**config.mk**
```make
export PLATFORM = sky130hd
export DESIGN_NAME = rtcs_top
export DESIGN_NICKNAME = d
export VERILOG_FILES = /design/src/rtl/rtcs_pkg.sv /design/src/rtl/rtcs_prescaler.sv /design/src/rtl/rtcs_counter.sv /design/src/rtl/rtcs_irq_status.sv /design/src/rtl/rtcs_top.sv
export SDC_FILE = /design/constraint.sdc
export NUM_CORES = 1
export LEC_CHECK = 0
export ABC_AREA = 1
export BUFFER_PORTS_ARGS = -buffer_cell sky130_fd_sc_hd__buf_2
export CAP_MARGIN = 10
export CORE_ASPECT_RATIO = 0.75
export CORE_MARGIN = 5
export CORE_UTILIZATION = 53
export DETAILED_ROUTE_END_ITERATION = 8
export GPL_TIMING_DRIVEN = 0
export HOLD_SLACK_MARGIN = 0.03
export PLACE_DENSITY = 0.8
export SLEW_MARGIN = 20
export SYNTH_ARGS = -nofsm -noshare
export SYNTH_HDL_FRONTEND = slang
export SYNTH_SLANG_ARGS = --single-unit
```
**constraint.sdc**
```tcl
create_clock -name clk -period 2.1 [get_ports clk]
set_clock_uncertainty 0.2 [all_clocks]
set_input_delay 0.105 -clock clk [delete_from_list [all_inputs] [get_ports clk]]
set_output_delay 0.105 -clock clk [all_outputs]
set_load 0.1 [all_outputs]
```
**src/rtl/rtcs_pkg.sv**
```systemverilog
// Package: shared constants for the seconds-counter RTC.
// Assumes word-indexed access into a 4 KB window (1024 words).
package rtcs_pkg;

    localparam int WORD_W  = 10;
    localparam int DATA_W  = 32;

    localparam logic [WORD_W-1:0] IDX_COUNT  = 10'd0;
    localparam logic [WORD_W-1:0] IDX_ALARM  = 10'd1;
    localparam logic [WORD_W-1:0] IDX_LOAD   = 10'd2;
    localparam logic [WORD_W-1:0] IDX_CTRL   = 10'd3;
    localparam logic [WORD_W-1:0] IDX_MASK   = 10'd4;
    localparam logic [WORD_W-1:0] IDX_RAW    = 10'd5;
    localparam logic [WORD_W-1:0] IDX_MASKED = 10'd6;
    localparam logic [WORD_W-1:0] IDX_CLEAR  = 10'd7;

    // Upper seven index bits that select the identification block.
    localparam logic [6:0] ID_REGION = 7'h7F;

    // Identification byte for position 0..7 inside the ID block.
    function automatic logic [7:0] id_byte(input logic [2:0] pos);
        case (pos)
            3'd0:    id_byte = 8'h31;
            3'd1:    id_byte = 8'h10;
            3'd2:    id_byte = 8'h14;
            3'd3:    id_byte = 8'h00;
            3'd4:    id_byte = 8'h0D;
            3'd5:    id_byte = 8'hF0;
            3'd6:    id_byte = 8'h05;
            default: id_byte = 8'hB1;
        endcase
    endfunction

endpackage

```
**src/rtl/rtcs_prescaler.sv**
```systemverilog
// Module: divides the reference clock into a one-cycle tick every CLK_HZ cycles.
// Assumes CLK_HZ >= 1; a restart request zeroes the phase and suppresses
// the tick in that cycle.
module rtcs_prescaler #(
    parameter int CLK_HZ = 32768
) (
    input  logic clk,
    input  logic rst_n,
    input  logic restart,
    output logic tick
);

    localparam int CNT_W = (CLK_HZ > 1) ? $clog2(CLK_HZ) : 1;
    localparam logic [CNT_W-1:0] LAST = CNT_W'(CLK_HZ - 1);

    logic [CNT_W-1:0] phase_q;
    logic             at_last;

    // Decode the final cycle of each second.
    always_comb begin
        at_last = (phase_q == LAST);
        tick    = at_last && !restart;
    end

    // Advance the sub-second phase, wrapping or restarting to zero.
    always_ff @(posedge clk) begin
        if (!rst_n) begin
            phase_q <= '0;
        end else if (restart || at_last) begin
            phase_q <= '0;
        end else begin
            phase_q <= phase_q + CNT_W'(1);
        end
    end

    generate
        if (CLK_HZ > 1) begin : g_spacing_checks
            AST_TICK_SPACED: assert property (@(posedge clk) disable iff (!rst_n)
                tick |=> !tick);
            AST_RESTART_QUIET: assert property (@(posedge clk) disable iff (!rst_n)
                restart |=> !tick);
        end
    endgenerate

endmodule

```
**src/rtl/rtcs_counter.sv**
```systemverilog
// Module: the seconds count with preload and alarm equality detection.
// Assumes tick and load_en come from the same clock; load wins over tick.
module rtcs_counter #(
    parameter int W = 32
) (
    input  logic         clk,
    input  logic         rst_n,
    input  logic         load_en,
    input  logic [W-1:0] load_val,
    input  logic         tick,
    input  logic [W-1:0] alarm_val,
    output logic [W-1:0] count,
    output logic         hit
);

    logic [W-1:0] count_q;
    logic [W-1:0] count_inc;

    // Next count and the alarm hit for a tick that is about to land.
    always_comb begin
        count_inc = count_q + W'(1);
        hit       = tick && !load_en && (count_inc == alarm_val);
        count     = count_q;
    end

    // Hold, preload or advance the seconds count.
    always_ff @(posedge clk) begin
        if (!rst_n) begin
            count_q <= '0;
        end else if (load_en) begin
            count_q <= load_val;
        end else if (tick) begin
            count_q <= count_inc;
        end
    end

    AST_COUNT_STEP: assert property (@(posedge clk) disable iff (!rst_n)
        (tick && !load_en) |=> (count == $past(count) + W'(1)));
    AST_COUNT_HOLD: assert property (@(posedge clk) disable iff (!rst_n)
        (!tick && !load_en) |=> $stable(count));
    AST_LOAD_TAKEN: assert property (@(posedge clk) disable iff (!rst_n)
        load_en |=> (count == $past(load_val)));

endmodule

```
**src/rtl/rtcs_irq_status.sv**
```systemverilog
// Module: sticky alarm status, one-bit mask and registered interrupt line.
// Assumes hit is a single-cycle pulse; a set and a clear on one edge keep
// the status set.
module rtcs_irq_status (
    input  logic clk,
    input  logic rst_n,
    input  logic hit,
    input  logic clr,
    input  logic mask_we,
    input  logic mask_d,
    output logic raw,
    output logic mask,
    output logic irq
);

    logic raw_q, mask_q, irq_q;
    logic raw_nxt, mask_nxt;

    // Next-state of status and mask, set taking priority over clear.
    always_comb begin
        raw_nxt  = hit || (raw_q && !clr);
        mask_nxt = mask_we ? mask_d : mask_q;
    end

    // Register status, mask and the interrupt derived from their next values.
    always_ff @(posedge clk) begin
        if (!rst_n) begin
            raw_q  <= 1'b0;
            mask_q <= 1'b0;
            irq_q  <= 1'b0;
        end else begin
            raw_q  <= raw_nxt;
            mask_q <= mask_nxt;
            irq_q  <= raw_nxt && mask_nxt;
        end
    end

    assign raw  = raw_q;
    assign mask = mask_q;
    assign irq  = irq_q;

    AST_SET_WINS: assert property (@(posedge clk) disable iff (!rst_n)
        hit |=> raw);
    AST_CLEAR_TAKES: assert property (@(posedge clk) disable iff (!rst_n)
        (clr && !hit) |=> !raw);
    AST_RAW_SOURCE: assert property (@(posedge clk) disable iff (!rst_n)
        $rose(raw) |-> $past(hit));
    AST_IRQ_GATED: assert property (@(posedge clk) disable iff (!rst_n)
        irq |-> (raw && mask));

endmodule

```
**src/rtl/rtcs_top.sv**
```systemverilog
// Module: seconds-counter RTC with a word-indexed register port.
// Assumes single-cycle accesses: writes commit on the edge where
// bus_sel && bus_wr, reads are combinational in the same cycle.
module rtcs_top #(
    parameter int CLK_HZ = 32768
) (
    input  logic        clk,
    input  logic        rst_n,
    input  logic        bus_sel,
    input  logic        bus_wr,
    input  logic [9:0]  bus_word,
    input  logic [31:0] bus_wdata,
    output logic [31:0] bus_rdata,
    output logic        irq
);

    import rtcs_pkg::*;

    logic              wr_en, rd_en;
    logic              we_alarm, we_load, we_mask, we_clear;
    logic [DATA_W-1:0] alarm_q, load_q, count;
    logic              tick, hit, raw, mask;
    logic              in_id;

    // Decode the write strobes for each writable register.
    always_comb begin
        wr_en    = bus_sel && bus_wr;
        rd_en    = bus_sel && !bus_wr;
        we_alarm = wr_en && (bus_word == IDX_ALARM);
        we_load  = wr_en && (bus_word == IDX_LOAD);
        we_mask  = wr_en && (bus_word == IDX_MASK);
        we_clear = wr_en && (bus_word == IDX_CLEAR);
        in_id    = (bus_word[9:3] == ID_REGION);
    end

    // Hold the alarm value and the last loaded value.
    always_ff @(posedge clk) begin
        if (!rst_n) begin
            alarm_q <= '0;
            load_q  <= '0;
        end else begin
            if (we_alarm) alarm_q <= bus_wdata;
            if (we_load)  load_q  <= bus_wdata;
        end
    end

    rtcs_prescaler #(.CLK_HZ(CLK_HZ)) i_prescaler (
        .clk     (clk),
        .rst_n   (rst_n),
        .restart (we_load),
        .tick    (tick)
    );

    rtcs_counter #(.W(DATA_W)) i_counter (
        .clk       (clk),
        .rst_n     (rst_n),
        .load_en   (we_load),
        .load_val  (bus_wdata),
        .tick      (tick),
        .alarm_val (alarm_q),
        .count     (count),
        .hit       (hit)
    );

    rtcs_irq_status i_irq_status (
        .clk     (clk),
        .rst_n   (rst_n),
        .hit     (hit),
        .clr     (we_clear),
        .mask_we (we_mask),
        .mask_d  (bus_wdata[0]),
        .raw     (raw),
        .mask    (mask),
        .irq     (irq)
    );

    // Select read data from the register file, ID block or zero.
    always_comb begin
        bus_rdata = '0;
        if (rd_en) begin
            if (in_id) begin
                bus_rdata = {24'd0, id_byte(bus_word[2:0])};
            end else begin
                case (bus_word)
                    IDX_COUNT:  bus_rdata = count;
                    IDX_ALARM:  bus_rdata = alarm_q;
                    IDX_LOAD:   bus_rdata = load_q;
                    IDX_CTRL:   bus_rdata = 32'd1;
                    IDX_MASK:   bus_rdata = {31'd0, mask};
                    IDX_RAW:    bus_rdata = {31'd0, raw};
                    IDX_MASKED: bus_rdata = {31'd0, raw && mask};
                    default:    bus_rdata = '0;
                endcase
            end
        end
    end

    AST_LOAD_READBACK: assert property (@(posedge clk) disable iff (!rst_n)
        we_load |=> (load_q == count));
    AST_ALARM_KEPT: assert property (@(posedge clk) disable iff (!rst_n)
        !we_alarm |=> $stable(alarm_q));
    AST_IRQ_FOLLOWS: assert property (@(posedge clk) disable iff (!rst_n)
        (rd_en && bus_word == IDX_MASKED) |-> (bus_rdata[0] == irq));

endmodule

```
==> impl_metrics.toml <==
[pwr]
leakage_uw = 0.003520
p_per_area_nw_per_um2 = 625.1
peakVddDrop_uv = 708.9

[drt]
drc = 0
ant_nets = 0
wl_per_cell_um = 18.78
drtPass1Iterations = 7
drt-initial-drc-count = 1443
via_count = 8493
wl_um = 26560
routed_via_density = 6.006

[die]
dieArea_um2 = 15140
initial_core_util_pct = 54.55
die_h_um = 107.8
die_w_um = 140.4
boundaryPins = 79
row_count = 35
coreArea_um2 = 12390

[yosys]
synth-seq-cells = 114
synth_compound_area_share_pct = 17.71
mappedNetlistNets = 1135
yosysSeqAreaShare_pct = 33.76
synth_area_leaders = "dfxtp_1 34%, nand2_1 17%, nor2_1 7.5%"
netlist_instances = 1087
synthXorXnorAreaFrac_pct = 1.036
yosys.area.top_type = "dfxtp_1"
syn_area_um2 = 6760
yosys.area_share.adder_pct = 0.3702
synth.top_cell.area_share_pct = 33.76
synth.distinct_cells = 40
synth_mux_area_share_pct = 0
synth-simple-area-share_pct = 37.90
postSynthAreaPerCell_um2 = 6.219
synth_top_family_by_area = "simple AND/OR/NAND/NOR gates"
yosys_warnings = 0

[setup_path]
cp.arrival_ps = 2500
slowest_delay_ps = 370
cp_top_family = "simple AND/OR/NAND/NOR gates"
crit_end = "i_irq_status.raw$_SDFF_PN0_"
path_buf_inv = 0
path_cells = "ha_4 -> nand2_4 -> nor2_4 -> nand2_4 -> nor2_4 -> nand2_1 -> nand2_1 -> nand2_1 -> nand2_1 -> nand2_1 -> nor2_2 -> nand2_1 -> nor2_1 -> nand3_2 -> a21oi_2"
critPathSlowestCell = "dfxtp_4"
reg2reg_depth = 15
crit_fanout = 5
worst-path-stages = 15
critPathKind = "reg2reg"
worstSetupEndpointType = "register"
reg2reg_slack_ps = -250
start_kind = "register"
path_common_cell = "nand2_1"
cp.required_ps = 2250
crit_path_start = "i_counter.count[1]$_SDFFE_PN0P_"
r2r-end = "i_irq_status.raw$_SDFF_PN0_"
r2r_start = "i_counter.count[1]$_SDFFE_PN0P_"

[clock_tree]
cts_sinks = 114
cts_made_buffers = 17
tritoncts = "yes"
cts_max_level = 4
clock_path_buffers = 2
cts_root_buf = "clkbuf_16"
clk_pin_slew_worst_paths_ps = 60
clk_latency_ps = 420

[layout]
final_layout_size_suffix_gt1_share_pct = 23.90
nFillCells = 901
final_util_pct = 75.48
area_growth_pct = 38.37
nets = 1282
fin_cells = 1414

[grt]
antenna_found_initial = 0
grt_overflow = 0
grt_pass1_vias = 7788
grt_pass1_wl_um = 40030
grt_max_degree = 17
grt_usage_pct = 33.41

[place]
routabilityCongestion = 1.033
dp_hpwl_um = 17070
dp.cells = 1330
post-place-ws_ps = -794.3
numPortBuffers = 77

[timing]
finalCritPeriodShare_pct = 112.0
worst_pin_slew_ps = 789.9
hold_viol_final = 0
min_period_ps = 2352
setup_viol = 5
maxSlewHeadroom_pct = 47.34
maxSlewViolCount = 0
fmax_ghz = 0.4251
rsz0062_at_grt = "true"
fin_ws_ps = -252.5

[min_path]
min-delay-start = "bus_word[6]"
hold_path_class = "in2reg"

[run]
max_cap_viol_count = 0

[run_status]
status = "complete, but fails checks"
violations = "negative setup slack"
-- cells in the mapped netlist --
cell and number:
buf_4 1, nand3_2 3, nand2_4 2, o21ai_1 7, nand3_1 98, clkinv_1 1, and2_1 1, o211ai_1 1
a21boi_0 1, nor3_1 5, o22ai_1 11, o311ai_0 1, dfxtp_1 114, nor3_2 1, xnor2_1 2, ha_1 2
o221ai_1 5, or2_2 2, nor2_2 8, nand2_1 306, nor3b_1 2, a21o_1 1, nor2_4 6, nor2_8 2
nor2_1 135, o32ai_1 1, a41oi_1 2, xor2_1 6, inv_1 116, inv_2 7, nor4_1 3, buf_2 6
clkbuf_1 32, nand4_1 7, a21oi_1 88, a311oi_1 1, a221oi_1 19, a31oi_1 25, nand2_2 12, o21ai_0 44
-- worst reg2reg max path, cell delays in order (launching register included) --
cell and delay, ps:
dfxtp_4 370, ha_4 160, nand2_4 60, nor2_4 230
nand2_4 110, nor2_4 210, nand2_1 80, nand2_1 80
nand2_1 50, nand2_1 50, nand2_1 60, nor2_2 100
nand2_1 100, nor2_1 110, nand3_2 150, a21oi_2 150
-- state kept, by name (all words and copies together), names as in the netlist --
signal	flops
i_irq_status.raw	1
alarm_q	32
i_irq_status.mask	1
i_irq_status.irq	1
i_prescaler.phase_q	15
load_q	32
i_counter.count	32
-- metal layers --
layer | global-route usage, % | part of all wire (%) | vias to the layer above
met5 | 0 | 0 | -
met3 | 9.947 | 14 | 105
met4 | 11.07 | 3.2 | 0
li1 | - | - | 3888
met2 | 51.47 | 43 | 657
met1 | 44.75 | 39 | 3843
-- timing repair --
item	4_1_cts	5_1_grt
hold buffers	35	0
pin swaps	20	18
setup buffers	10	5
gates cloned	0	1
endpoints found under the setup margin	81	86
hold endpoints to repair	103	0
gates resized for setup	141	72
-- cell usage in the layout (no fill, tap or decap), types with 3 or more instances in the layout --
cell / synthesis / final
nand2_1: 306 / 295
inv_1: 116 / 112
dfxtp_1: 114 / 98
nand3_1: 98 / 93
a21oi_1: 88 / 83
nor2_1: 135 / 83
buf_2: 6 / 49
nor2_2: 8 / 44
o21ai_0: 44 / 44
dlygate4sd3_1: 0 / 35
buf_4: 1 / 28
a31oi_1: 25 / 24
nor2_4: 6 / 22
buf_6: 0 / 21
nand2_2: 12 / 19
clkbuf_1: 32 / 19
clkbuf_16: 0 / 17
a221oi_1: 19 / 16
dfxtp_2: 0 / 14
inv_2: 7 / 11
o22ai_1: 11 / 8
nand4_1: 7 / 7
nand2_4: 2 / 6
clkbuf_8: 0 / 6
o21ai_1: 7 / 6
bufinv_16: 0 / 6
nand3_2: 3 / 5
xor2_1: 6 / 5
nor3_1: 5 / 5
o221ai_1: 5 / 5
clkbuf_4: 0 / 5
buf_12: 0 / 4
nand3_4: 0 / 3
a21oi_2: 0 / 3
o22ai_2: 0 / 3
-- where the power goes --
part	switching (µW)	total [µW]	internal, µW	leakage, µW
combinational	142	243	101	0.00226
sequential	3.99	2170	2170	0.000927
clock	1110	3430	2320	0.000333
-- how the worst min path moves through the flow --
stage	to	slack (ps)	cells after the start
2_1_floorplan	alarm_q[20]$_SDFFE_PN0P_	40	2
3_3_place_gp	alarm_q[4]$_SDFFE_PN0P_	160	3
3_5_place_dp	i_irq_status.mask$_SDFF_PN0_	190	3
4_1_cts	i_irq_status.raw$_SDFF_PN0_	50	6
5_1_grt	load_q[5]$_SDFFE_PN0P_	130	6
6_report	load_q[5]$_SDFFE_PN0P_	80	6
-- cell type report --
class / instances / area (µm²) / area share (%)
Clock buffer: 20 / 466.7 / 4.989
Buffer: 39 / 241.5 / 2.582
Inverter: 124 / 467.9 / 5.003
Clock inverter: 12 / 226.5 / 2.421
Timing Repair Buffer: 128 / 1066 / 11.40
Sequential cell: 114 / 2307 / 24.67
Multi-Input combinational cell: 810 / 4368 / 46.70
Tap cell: 166 / 207.7 / 2.220
Antenna cell: 1 / 2.502 / 0.02675
-- kinds of logic (layout without fill, tap and decap cells) --
logic type / after synthesis / after routing
buffers and inverters: 163 / 323
and+or+nand+nor: 593 / 593
adders and majority gates: 2 / 2
AOI/OAI and AO/OA: 207 / 207
DFF: 114 / 114
other: 0 / 1
xor gates and xnor gates: 8 / 8
-- through the flow --
step	hold slack, ps	setup TNS [ps]	area (µm²)	power [µW]
finish	82.39	-533.7	9354	5848
CTS	49.34	-355.4	9087	5805
global placement	164.2	-43510	7522	2383
detailed placement	193.3	-46850	7522	2385
global route	127.7	-1367	9351	5934
floorplan	39.90	-4069	6929	2296
No activity file was read; power rests on OpenSTA's default activity.
